===== src/rtl/adc_host_pkg.sv =====
package adc_host_pkg;

    typedef enum logic [1:0] {
        ST_GUARD = 2'd0,
        ST_IDLE  = 2'd1,
        ST_FRAME = 2'd2
    } seq_state_e;

endpackage


===== src/rtl/adc_sclk_gen.sv =====
// Serial clock divider: produces sclk and one-cycle tick pulses for each edge.
module adc_sclk_gen #(
    parameter int HALF_DIV = 25
) (
    input  logic clk,
    input  logic rst_n,
    input  logic run,
    output logic sclk,
    output logic tick_rise,
    output logic tick_fall
);

    localparam int CNT_W = (HALF_DIV > 1) ? $clog2(HALF_DIV) : 1;

    typedef struct packed {
        logic [CNT_W-1:0] cnt;
        logic             lvl;
    } gen_t;

    gen_t r_q, r_d;
    logic wrap;

    always_comb begin
        wrap = (r_q.cnt == CNT_W'(HALF_DIV - 1));
        r_d  = r_q;
        if (!run) begin
            r_d = '0;
        end else if (wrap) begin
            r_d.cnt = '0;
            r_d.lvl = ~r_q.lvl;
        end else begin
            r_d.cnt = r_q.cnt + 1'b1;
        end
    end

    always_ff @(posedge clk or negedge rst_n) begin
        if (!rst_n) r_q <= '0;
        else        r_q <= r_d;
    end

    assign sclk      = r_q.lvl;
    assign tick_rise = run && wrap && !r_q.lvl;
    assign tick_fall = run && wrap && r_q.lvl;

endmodule


===== src/rtl/adc_rx_capture.sv =====
// Collects the forward result and the reversed copy from the returning line.
module adc_rx_capture #(
    parameter int RES_W = 8,
    parameter int K_W   = 5,
    parameter int L_W   = 3
) (
    input  logic             clk,
    input  logic             rst_n,
    input  logic             clear,
    input  logic             sample,
    input  logic             sdi,
    input  logic [K_W-1:0]   k,
    input  logic [L_W-1:0]   alen,
    output logic [RES_W-1:0] msb_word,
    output logic [RES_W-1:0] lsb_word
);

    localparam logic [K_W-1:0] FWD_LO = K_W'(2);
    localparam logic [K_W-1:0] FWD_HI = K_W'(RES_W + 1);
    localparam logic [K_W-1:0] REV_LO = K_W'(RES_W + 1);
    localparam logic [K_W-1:0] REV_HI = K_W'(2 * RES_W);

    typedef struct packed {
        logic [RES_W-1:0] fwd;
        logic [RES_W-1:0] rev;
    } cap_t;

    cap_t r_q, r_d;
    logic [K_W-1:0] rel;
    logic in_fwd, in_rev;

    // rel counts bit times after the last address bit; wraps high before it
    assign rel    = k - K_W'(alen);
    assign in_fwd = (rel >= FWD_LO) && (rel <= FWD_HI);
    assign in_rev = (rel >= REV_LO) && (rel <= REV_HI);

    always_comb begin
        r_d = r_q;
        if (clear) begin
            r_d = '0;
        end else if (sample) begin
            if (in_fwd) r_d.fwd = {r_q.fwd[RES_W-2:0], sdi};
            if (in_rev) r_d.rev = {sdi, r_q.rev[RES_W-1:1]};
        end
    end

    always_ff @(posedge clk or negedge rst_n) begin
        if (!rst_n) r_q <= '0;
        else        r_q <= r_d;
    end

    assign msb_word = r_q.fwd;
    assign lsb_word = r_q.rev;

endmodule


===== src/rtl/adc_serial_host.sv =====
module adc_serial_host
    import adc_host_pkg::*;
#(
    parameter int HALF_DIV = 25,
    parameter int ADDR_MAX = 4,
    parameter int RES_W    = 8,
    parameter bit SHARED   = 1'b1
) (
    input  logic                         clk,
    input  logic                         rst_n,
    input  logic                         req_valid,
    input  logic [ADDR_MAX-1:0]          req_addr,
    input  logic [$clog2(ADDR_MAX+1)-1:0] req_alen,
    input  logic                         req_dual,
    output logic                         req_ready,
    output logic                         cs_n,
    output logic                         sclk,
    output logic                         di_out,
    output logic                         di_oe,
    input  logic                         do_in,
    output logic [RES_W-1:0]             rsp_data,
    output logic                         rsp_done,
    output logic                         rsp_mismatch
);

    localparam int L_W     = $clog2(ADDR_MAX + 1);
    localparam int K_W     = $clog2(ADDR_MAX + 2 * RES_W + 2);
    localparam int GUARD_N = 2 * HALF_DIV;
    localparam int G_W     = $clog2(GUARD_N + 1);

    typedef struct packed {
        seq_state_e           st;
        logic [K_W-1:0]       k;
        logic                 di;
        logic [ADDR_MAX-1:0]  addr;
        logic [L_W-1:0]       alen;
        logic                 dual;
        logic [G_W-1:0]       gcnt;
        logic [RES_W-1:0]     data;
        logic                 mism;
        logic                 done;
    } host_t;

    host_t r_q, r_d;

    logic                in_frame, accept, tick_rise, tick_fall;
    logic [RES_W-1:0]    cap_fwd, cap_rev;
    logic [K_W-1:0]      last_k, nk, pos;
    logic [ADDR_MAX-1:0] addr_sh;
    logic [L_W-1:0]      len_in;

    function automatic logic [L_W-1:0] clamp_len(input logic [L_W-1:0] x);
        if (x < L_W'(2))        return L_W'(2);
        if (x > L_W'(ADDR_MAX)) return L_W'(ADDR_MAX);
        return x;
    endfunction

    assign in_frame = (r_q.st == ST_FRAME);
    assign accept   = (r_q.st == ST_IDLE) && req_valid;
    assign len_in   = clamp_len(req_alen);
    assign last_k   = r_q.dual ? K_W'(r_q.alen) + K_W'(2 * RES_W)
                               : K_W'(r_q.alen) + K_W'(RES_W + 1);
    assign nk       = r_q.k + 1'b1;
    assign pos      = K_W'(r_q.alen) - nk;
    assign addr_sh  = r_q.addr >> pos;

    adc_sclk_gen #(.HALF_DIV(HALF_DIV)) u_sclk (
        .clk       (clk),
        .rst_n     (rst_n),
        .run       (in_frame),
        .sclk      (sclk),
        .tick_rise (tick_rise),
        .tick_fall (tick_fall)
    );

    adc_rx_capture #(.RES_W(RES_W), .K_W(K_W), .L_W(L_W)) u_cap (
        .clk      (clk),
        .rst_n    (rst_n),
        .clear    (accept),
        .sample   (tick_rise),
        .sdi      (do_in),
        .k        (r_q.k),
        .alen     (r_q.alen),
        .msb_word (cap_fwd),
        .lsb_word (cap_rev)
    );

    always_comb begin
        r_d      = r_q;
        r_d.done = 1'b0;
        unique case (r_q.st)
            ST_GUARD: begin
                if (r_q.gcnt == G_W'(GUARD_N - 1)) begin
                    r_d.st   = ST_IDLE;
                    r_d.gcnt = '0;
                end else begin
                    r_d.gcnt = r_q.gcnt + 1'b1;
                end
            end
            ST_IDLE: begin
                if (req_valid) begin
                    r_d.st   = ST_FRAME;
                    r_d.k    = '0;
                    r_d.di   = 1'b1;
                    r_d.addr = req_addr;
                    r_d.alen = len_in;
                    r_d.dual = req_dual;
                end
            end
            ST_FRAME: begin
                if (tick_fall) begin
                    if (r_q.k == last_k) begin
                        r_d.st   = ST_GUARD;
                        r_d.gcnt = '0;
                        r_d.di   = 1'b0;
                        r_d.done = 1'b1;
                        r_d.data = cap_fwd;
                        r_d.mism = r_q.dual && (cap_rev != cap_fwd);
                    end else begin
                        r_d.k  = nk;
                        r_d.di = (nk <= K_W'(r_q.alen)) && addr_sh[0];
                    end
                end
            end
            default: r_d.st = ST_GUARD;
        endcase
    end

    always_ff @(posedge clk or negedge rst_n) begin
        if (!rst_n) r_q <= '{st: ST_GUARD, default: '0};
        else        r_q <= r_d;
    end

    generate
        if (SHARED) begin : g_shared_wire
            assign di_oe = in_frame && (r_q.k <= K_W'(r_q.alen));
        end else begin : g_split_wire
            assign di_oe = 1'b1;
        end
    endgenerate

    assign req_ready    = (r_q.st == ST_IDLE);
    assign cs_n         = ~in_frame;
    assign di_out       = r_q.di;
    assign rsp_data     = r_q.data;
    assign rsp_done     = r_q.done;
    assign rsp_mismatch = r_q.mism;

endmodule


===== config.mk =====
export PLATFORM = sky130hd
export DESIGN_NAME = adc_serial_host
export DESIGN_NICKNAME = d
export VERILOG_FILES = /design/src/rtl/adc_host_pkg.sv /design/src/rtl/adc_sclk_gen.sv /design/src/rtl/adc_rx_capture.sv /design/src/rtl/adc_serial_host.sv
export SDC_FILE = /design/constraint.sdc
export NUM_CORES = 1
export LEC_CHECK = 0
export BUFFER_PORTS_ARGS = -buffer_cell sky130_fd_sc_hd__buf_4
export CORE_ASPECT_RATIO = 1.1
export CORE_MARGIN = 2
export CORE_UTILIZATION = 45
export CTS_BUF_LIST = sky130_fd_sc_hd__clkbuf_16
export CTS_CLUSTER_SIZE = 10
export DETAILED_ROUTE_END_ITERATION = 8
export PLACE_DENSITY = 0.63
export SLEW_MARGIN = 20
export SYNTH_ARGS = -nofsm -noshare
export SYNTH_HDL_FRONTEND = slang
export SYNTH_HIERARCHICAL = 1
export SYNTH_SLANG_ARGS = --single-unit
export TNS_END_PERCENT = 20

===== constraint.sdc =====
create_clock -name clk -period 2.6 [get_ports clk]
set_input_delay 0.52 -clock clk [delete_from_list [all_inputs] [get_ports clk]]
set_output_delay 0.52 -clock clk [all_outputs]
set_load 0.005 [all_outputs]

-- Yosys cells after proc, flatten, opt, wreduce, memory -nomap -nowiden
Cells that the tools add are included.
- bits in registers: 54
- latch bits: 0
- bits in writable memories: 0
- ROM bits: 0
- bits of input ports: 12
- output and inout bits: 15
- logic and storage cells: 96
- memories kept: 0
- add/subtract/negate cells: 7
- $mul: 0
- div/mod/pow operators: 0
- $lt $le $gt $ge: 8
- equality and inequality tests: 12
- shifts and indexed selects: 1
- mux-type cells: 28
- bitwise operators: 2
- reduce and logical (&&, ||, !) cells: 24
- operators with widths (kind ; count):
    $mux W16 ; 5
    $mux W8 ; 3
    $pmux W6 S2 ; 2
    $mux W5 ; 3
    $mux W3 ; 4
    $mux W6 ; 2
    $add A5 B1 Y5 const B ; 2
    $le A5 B3 Y1 ; 2
    $reduce_bool A2 Y1 ; 5
    $logic_and A1 B1 Y1 ; 9
    $reduce_and A3 Y1 ; 3
    $ne A8 B8 Y1 ; 1
    $reduce_and A4 Y1 ; 2
    $add A6 B1 Y6 const B ; 1
    $eq A6 B6 Y1 const B ; 1
    $mux W1 ; 6
    $ne A2 B1 Y1 const B ; 3
    $ne A2 B2 Y1 const B ; 3
    $pmux W2 S3 ; 1
    $reduce_and A2 Y1 ; 3
    $add A3 B4 Y5 const B ; 1
    $add A3 B5 Y5 const B ; 1
    $eq A5 B5 Y1 ; 1
    $eq A5 B5 Y1 const B ; 1
    15 further kinds ; 17

-- Depth between registers and ports, before layout
- word-level depth: 7
- depth in mapped cells: 9
- depth with buffers taken out: 9

-- Cells and area by module
The synthesis kept the hierarchy.
- by module, submodules not included (module ; times used ; cells each ; area each (um2) ; sequential area each (um2)):
    adc_serial_host ; 1 ; 210 ; 2042.0 ; 800.8
    adc_rx_capture ; 1 ; 72 ; 922.1 ; 400.4
    adc_sclk_gen ; 1 ; 33 ; 326.6 ; 150.1

-- Worst setup path after synthesis
No wires, ideal clock.
- path kind: register -> register
- start point: register r_q[17] (netlist bit)
- end point: register r_q (netlist bit rsp_data[0])
- setup time: 125 ps
- data arrival time: 2251 ps
- required time: 2475 ps
- slack: 224 ps
- stages on the path, launching flop included: 7
- path buffers: 0
- period minus slack after synthesis: 2376 ps
- cells stage by stage: dfrtp_1 ha_1 or3b_1 a32oi_2 a21oi_2 nor3_4 mux2_2
- longest elaborated chain between the ends: 4
- elaborated cells on any way between the ends: 5
- those cells by class: 2 x add/sub; 1 x eq/ne; 1 x mux; 1 x reduce/logical
- ends and longest elaborated chain (what ; RTL line ; source):
    start, declared ; adc_serial_host.sv:44 ; host_t r_q, r_d;
    start signal, assigned ; adc_serial_host.sv:131 ; else r_q <= r_d;
    $add A3 B5 Y5 / $add A3 B4 Y5 (equally long branches) ; adc_serial_host.sv:61, adc_serial_host.sv:62 ;
    $mux W5 (*) ; adc_serial_host.sv:61 ; assign last_k = r_q.dual ? K_W'(r_q.alen) + K_W'(2 * RES_W)
    $eq A5 B5 Y1 (*) ; adc_serial_host.sv:112 ; if (r_q.k == last_k) begin
    $reduce_and A3 Y1 (no line) (*) ; -- ;
Every way passes the cells marked *; elsewhere a longest branch is shown, timed or not.
A chain may end at the register's enable or synchronous reset.

-- Worst setup path in the final report
- start point: register r_q[26] (netlist bit)
- end point: output di_oe
- longest elaborated chain between the ends: 2
- ends and longest elaborated chain (what ; RTL line ; source):
    $le A5 B3 Y1 ; adc_serial_host.sv:136 ; assign di_oe = in_frame && (r_q.k <= K_W'(r_q.alen));
    $logic_and A1 B1 Y1 ; adc_serial_host.sv:136 ;
    end, declared ; adc_serial_host.sv:19 ; output logic di_oe,
Every way passes these cells.

==> impl_metrics.json <==
{
  "p_per_area_nw_per_um2": 416,
  "yosys_warnings": 6,
  "synth_top_area_frac": 0.411,
  "reg2reg_from": "r_q[17]$_DFFE_PN0P_",
  "rsz0062_at_grt": "false",
  "antenna_cells": 0,
  "arrival_ns": 1.97,
  "dpl.cell_count": 418,
  "grt_max_degree": 55,
  "fmax_mhz": 402,
  "port_buffers": 26,
  "grt_util_all_layers": 0.169,
  "hold_viol": 0,
  "syn_nets": 345,
  "vias_per_cell": 5.36,
  "synthToLayoutAreaGrowth_pct": 14.5,
  "setup_tns_ns": 0,
  "fin_area_um2": 3770,
  "setup-violations-final": 0,
  "die_w_um": 85.5,
  "core_area_um2": 7050,
  "required_ns": 2.08,
  "clock_latency_ns": 0.29,
  "cts-htree-levels": 2,
  "slew_violations": 0,
  "cp_max_fo": 6,
  "wl_met3_um": 169,
  "clock_sinks": 54,
  "synth_area_leaders": "dfrtp_1 (41%), ha_1 (6.1%), mux2i_1 (6.1%)",
  "wl_per_cell_um": 14.9,
  "synth_area_um2": 3290,
  "synth_seq_cells": 54,
  "maxCapViolCount": 0,
  "grt_pass1_vias": 2218,
  "yosysUniqueCellTypes": 54,
  "final_layout_size_suffix_gt1_frac": 0.223,
  "layout_min_cycle_time_ns": 2.49,
  "p_leak_uw": 0.00180,
  "cpMaxStageDelayCell": "dfrtp_1",
  "preCtsSetupSlack_ns": 0.105,
  "firstDrtPassIters": 4,
  "cts-root-buf": "clkbuf_16",
  "dpl_cell_area_um2": 3560,
  "synthArstFlopShare": 1.00,
  "dieArea_um2": 8010,
  "path_clk_slew_ns": 0.07,
  "status": "finished clean",
  "clock_tree.buffer_depth": 2,
  "startpoint_type": "flop",
  "finalCritPeriodShare": 0.958,
  "synth_area_per_cell_um2": 10.4,
  "yosys.area.top_type": "dfrtp_1",
  "end_kind": "output pin",
  "p_total_uw": 1570,
  "nFillCells": 643,
  "wl_met1_um": 3200,
  "crit_top_cell": "buf_4",
  "peakVddDrop_v": 0.000255,
  "rr_worst_depth": 7,
  "io-pin-count": 27,
  "ys.flop_type": "dfrtp_1",
  "finalClockSkew_ns": 0.00696,
  "fin_cells": 430,
  "antenna_found_initial": 0,
  "numCtsBuffers": 5,
  "synth_commonest_cells": "dfrtp_1 (54), nand2_1 (26), inv_1 (24), mux2i_1 (20), nand2b_1 (19)",
  "place_hpwl_um": 4630,
  "worstHoldPathType": "in2async",
  "routed-wl-met2_um": 2960,
  "synth_edf_count": 0,
  "worst_slack_ns": 0.110,
  "post-route-drc-count": 0,
  "place.gp.congestion": 0.769,
  "cts_tree": "yes",
  "grt_overflow": 0,
  "grt_pass1_wl_um": 10900,
  "synthCells": 315,
  "hold_buffers": 0,
  "tightest_slew_ns": 0.692,
  "nNetsFinal": 374,
  "drt-initial-drc-count": 66,
  "critPathKind": "reg2out",
  "wirelength_um": 6400,
  "num_vias": 2304,
  "yosysMostFrequentCell": "dfrtp_1",
  "highest_layer": "met4",
  "yosysSeqAreaShare": 0.411,
  "route.antenna.remaining_nets": 0,
  "reg2reg_to": "rsp_data[4]$_DFFE_PN0P_",
  "fp.dieH_um": 93.7,
  "timing.critical_path.slowest_cell_delay_ns": 0.47,
  "rows": 32,
  "initial_utilization": 0.467,
  "rrSetupSlack_ns": 0.20,
  "relSlewSlack": 0.539,
  "cp_cell_sequence": "buf_4 > ha_1 > a21o_1 > a21oi_1 > a31oi_1 > nor4_2 > buf_4"
}
worst max-delay path: cells and delay by family, from the launching register on:
kind	cells	cell delay (ns)
AOI/OAI and AO/OA	3	0.39
DFF	1	0.47
buffers and inverters	2	0.36
and+or+nand+nor	1	0.16
adders and majority gates	1	0.30
stage by stage:
step	hold slack, ns	util
floorplan	0.224	-
global placement	0.457	0.506
detailed placement	0.459	0.506
CTS	0.299	0.528
global route	0.317	0.535
finish	0.259	0.535
power by group:
| part | switching (uW) | internal [uW] | leakage (uW) |
|---|---|---|---|
| sequential | 0.533 | 840 | 0.000706 |
| clock | 325 | 370 | 0.0000763 |
| combinational | 20.0 | 12.3 | 0.00101 |
| total | 346 | 1220 | 0.00180 |
cells in the final DEF (no fill, tap or decap), types with 6 or more instances in the layout:
cell type	Yosys	routed
a31oi_1	8	8
buf_4	8	40
nand2b_1	19	19
nand3b_1	6	6
xnor2_1	13	13
o21ai_0	12	12
ha_1	16	16
nor2_1	10	10
inv_1	24	24
mux2_2	9	9
nand3_1	6	6
nand2_1	26	26
dfrtp_1	54	53
mux2i_1	20	20
worst max path at each step:
stage / startpoint / endpoint / cells past startpoint
finish: r_q[26]$_DFFE_PN0P_ / di_oe / 7
global route: r_q[17]$_DFFE_PN0P_ / u_cap/lsb_word[1]$_DFFE_PN0P_ / 9
CTS: r_q[26]$_DFFE_PN0P_ / di_oe / 7
detailed placement: r_q[17]$_DFFE_PN0P_ / u_cap/lsb_word[2]$_DFFE_PN0P_ / 8
global placement: r_q[17]$_DFFE_PN0P_ / u_cap/lsb_word[7]$_DFFE_PN0P_ / 8
floorplan: r_q[17]$_DFFE_PN0P_ / rsp_data[0]$_DFFE_PN0P_ / 6
final cells by class:
cell class	count	area (um^2)	share of cell area
clock buffers	5	125	0.0332
clock inverters	3	28.8	0.00764
inverters	24	90.1	0.0239
multi-input cells	218	1740	0.463
flip-flops and latches	54	1350	0.359
well taps	85	106	0.0282
repair buffers	41	320	0.0850
state kept, by name, indices dropped and copies added, names as in the netlist:
register / count
di_out: 1
rsp_mismatch: 1
u_cap/lsb_word: 8
rsp_data: 8
u_sclk/sclk: 1
u_sclk/r_q: 5
u_cap/msb_word: 8
r_q: 21
rsp_done: 1
layer usage:
layer  global-route usage  vias to the layer above
li1                     -                     1153
met1                0.241                     1116
met2                0.267                       29
met3               0.0308                        6
met4               0.0437                        0
met5                    0                        -
what timing repair did:
| item | 4_1_cts | 5_1_grt |
|---|---|---|
| resized for setup | 0 | 2 |
| buffers inserted | 0 | 4 |
| endpoints found under the setup margin | 0 | 15 |
cells by family (layout without fill, tap and decap cells):
logic type,Yosys count,after routing,synth area share
fa+ha+maj,18,18,0.0730
compound gates,53,53,0.120
simple gates,95,95,0.162
xor+xnor,20,20,0.0612
buf+inv,43,73,0.0612
flops,54,54,0.411
mux,32,32,0.112
Note: power is estimated with default switching activity, not from simulation.
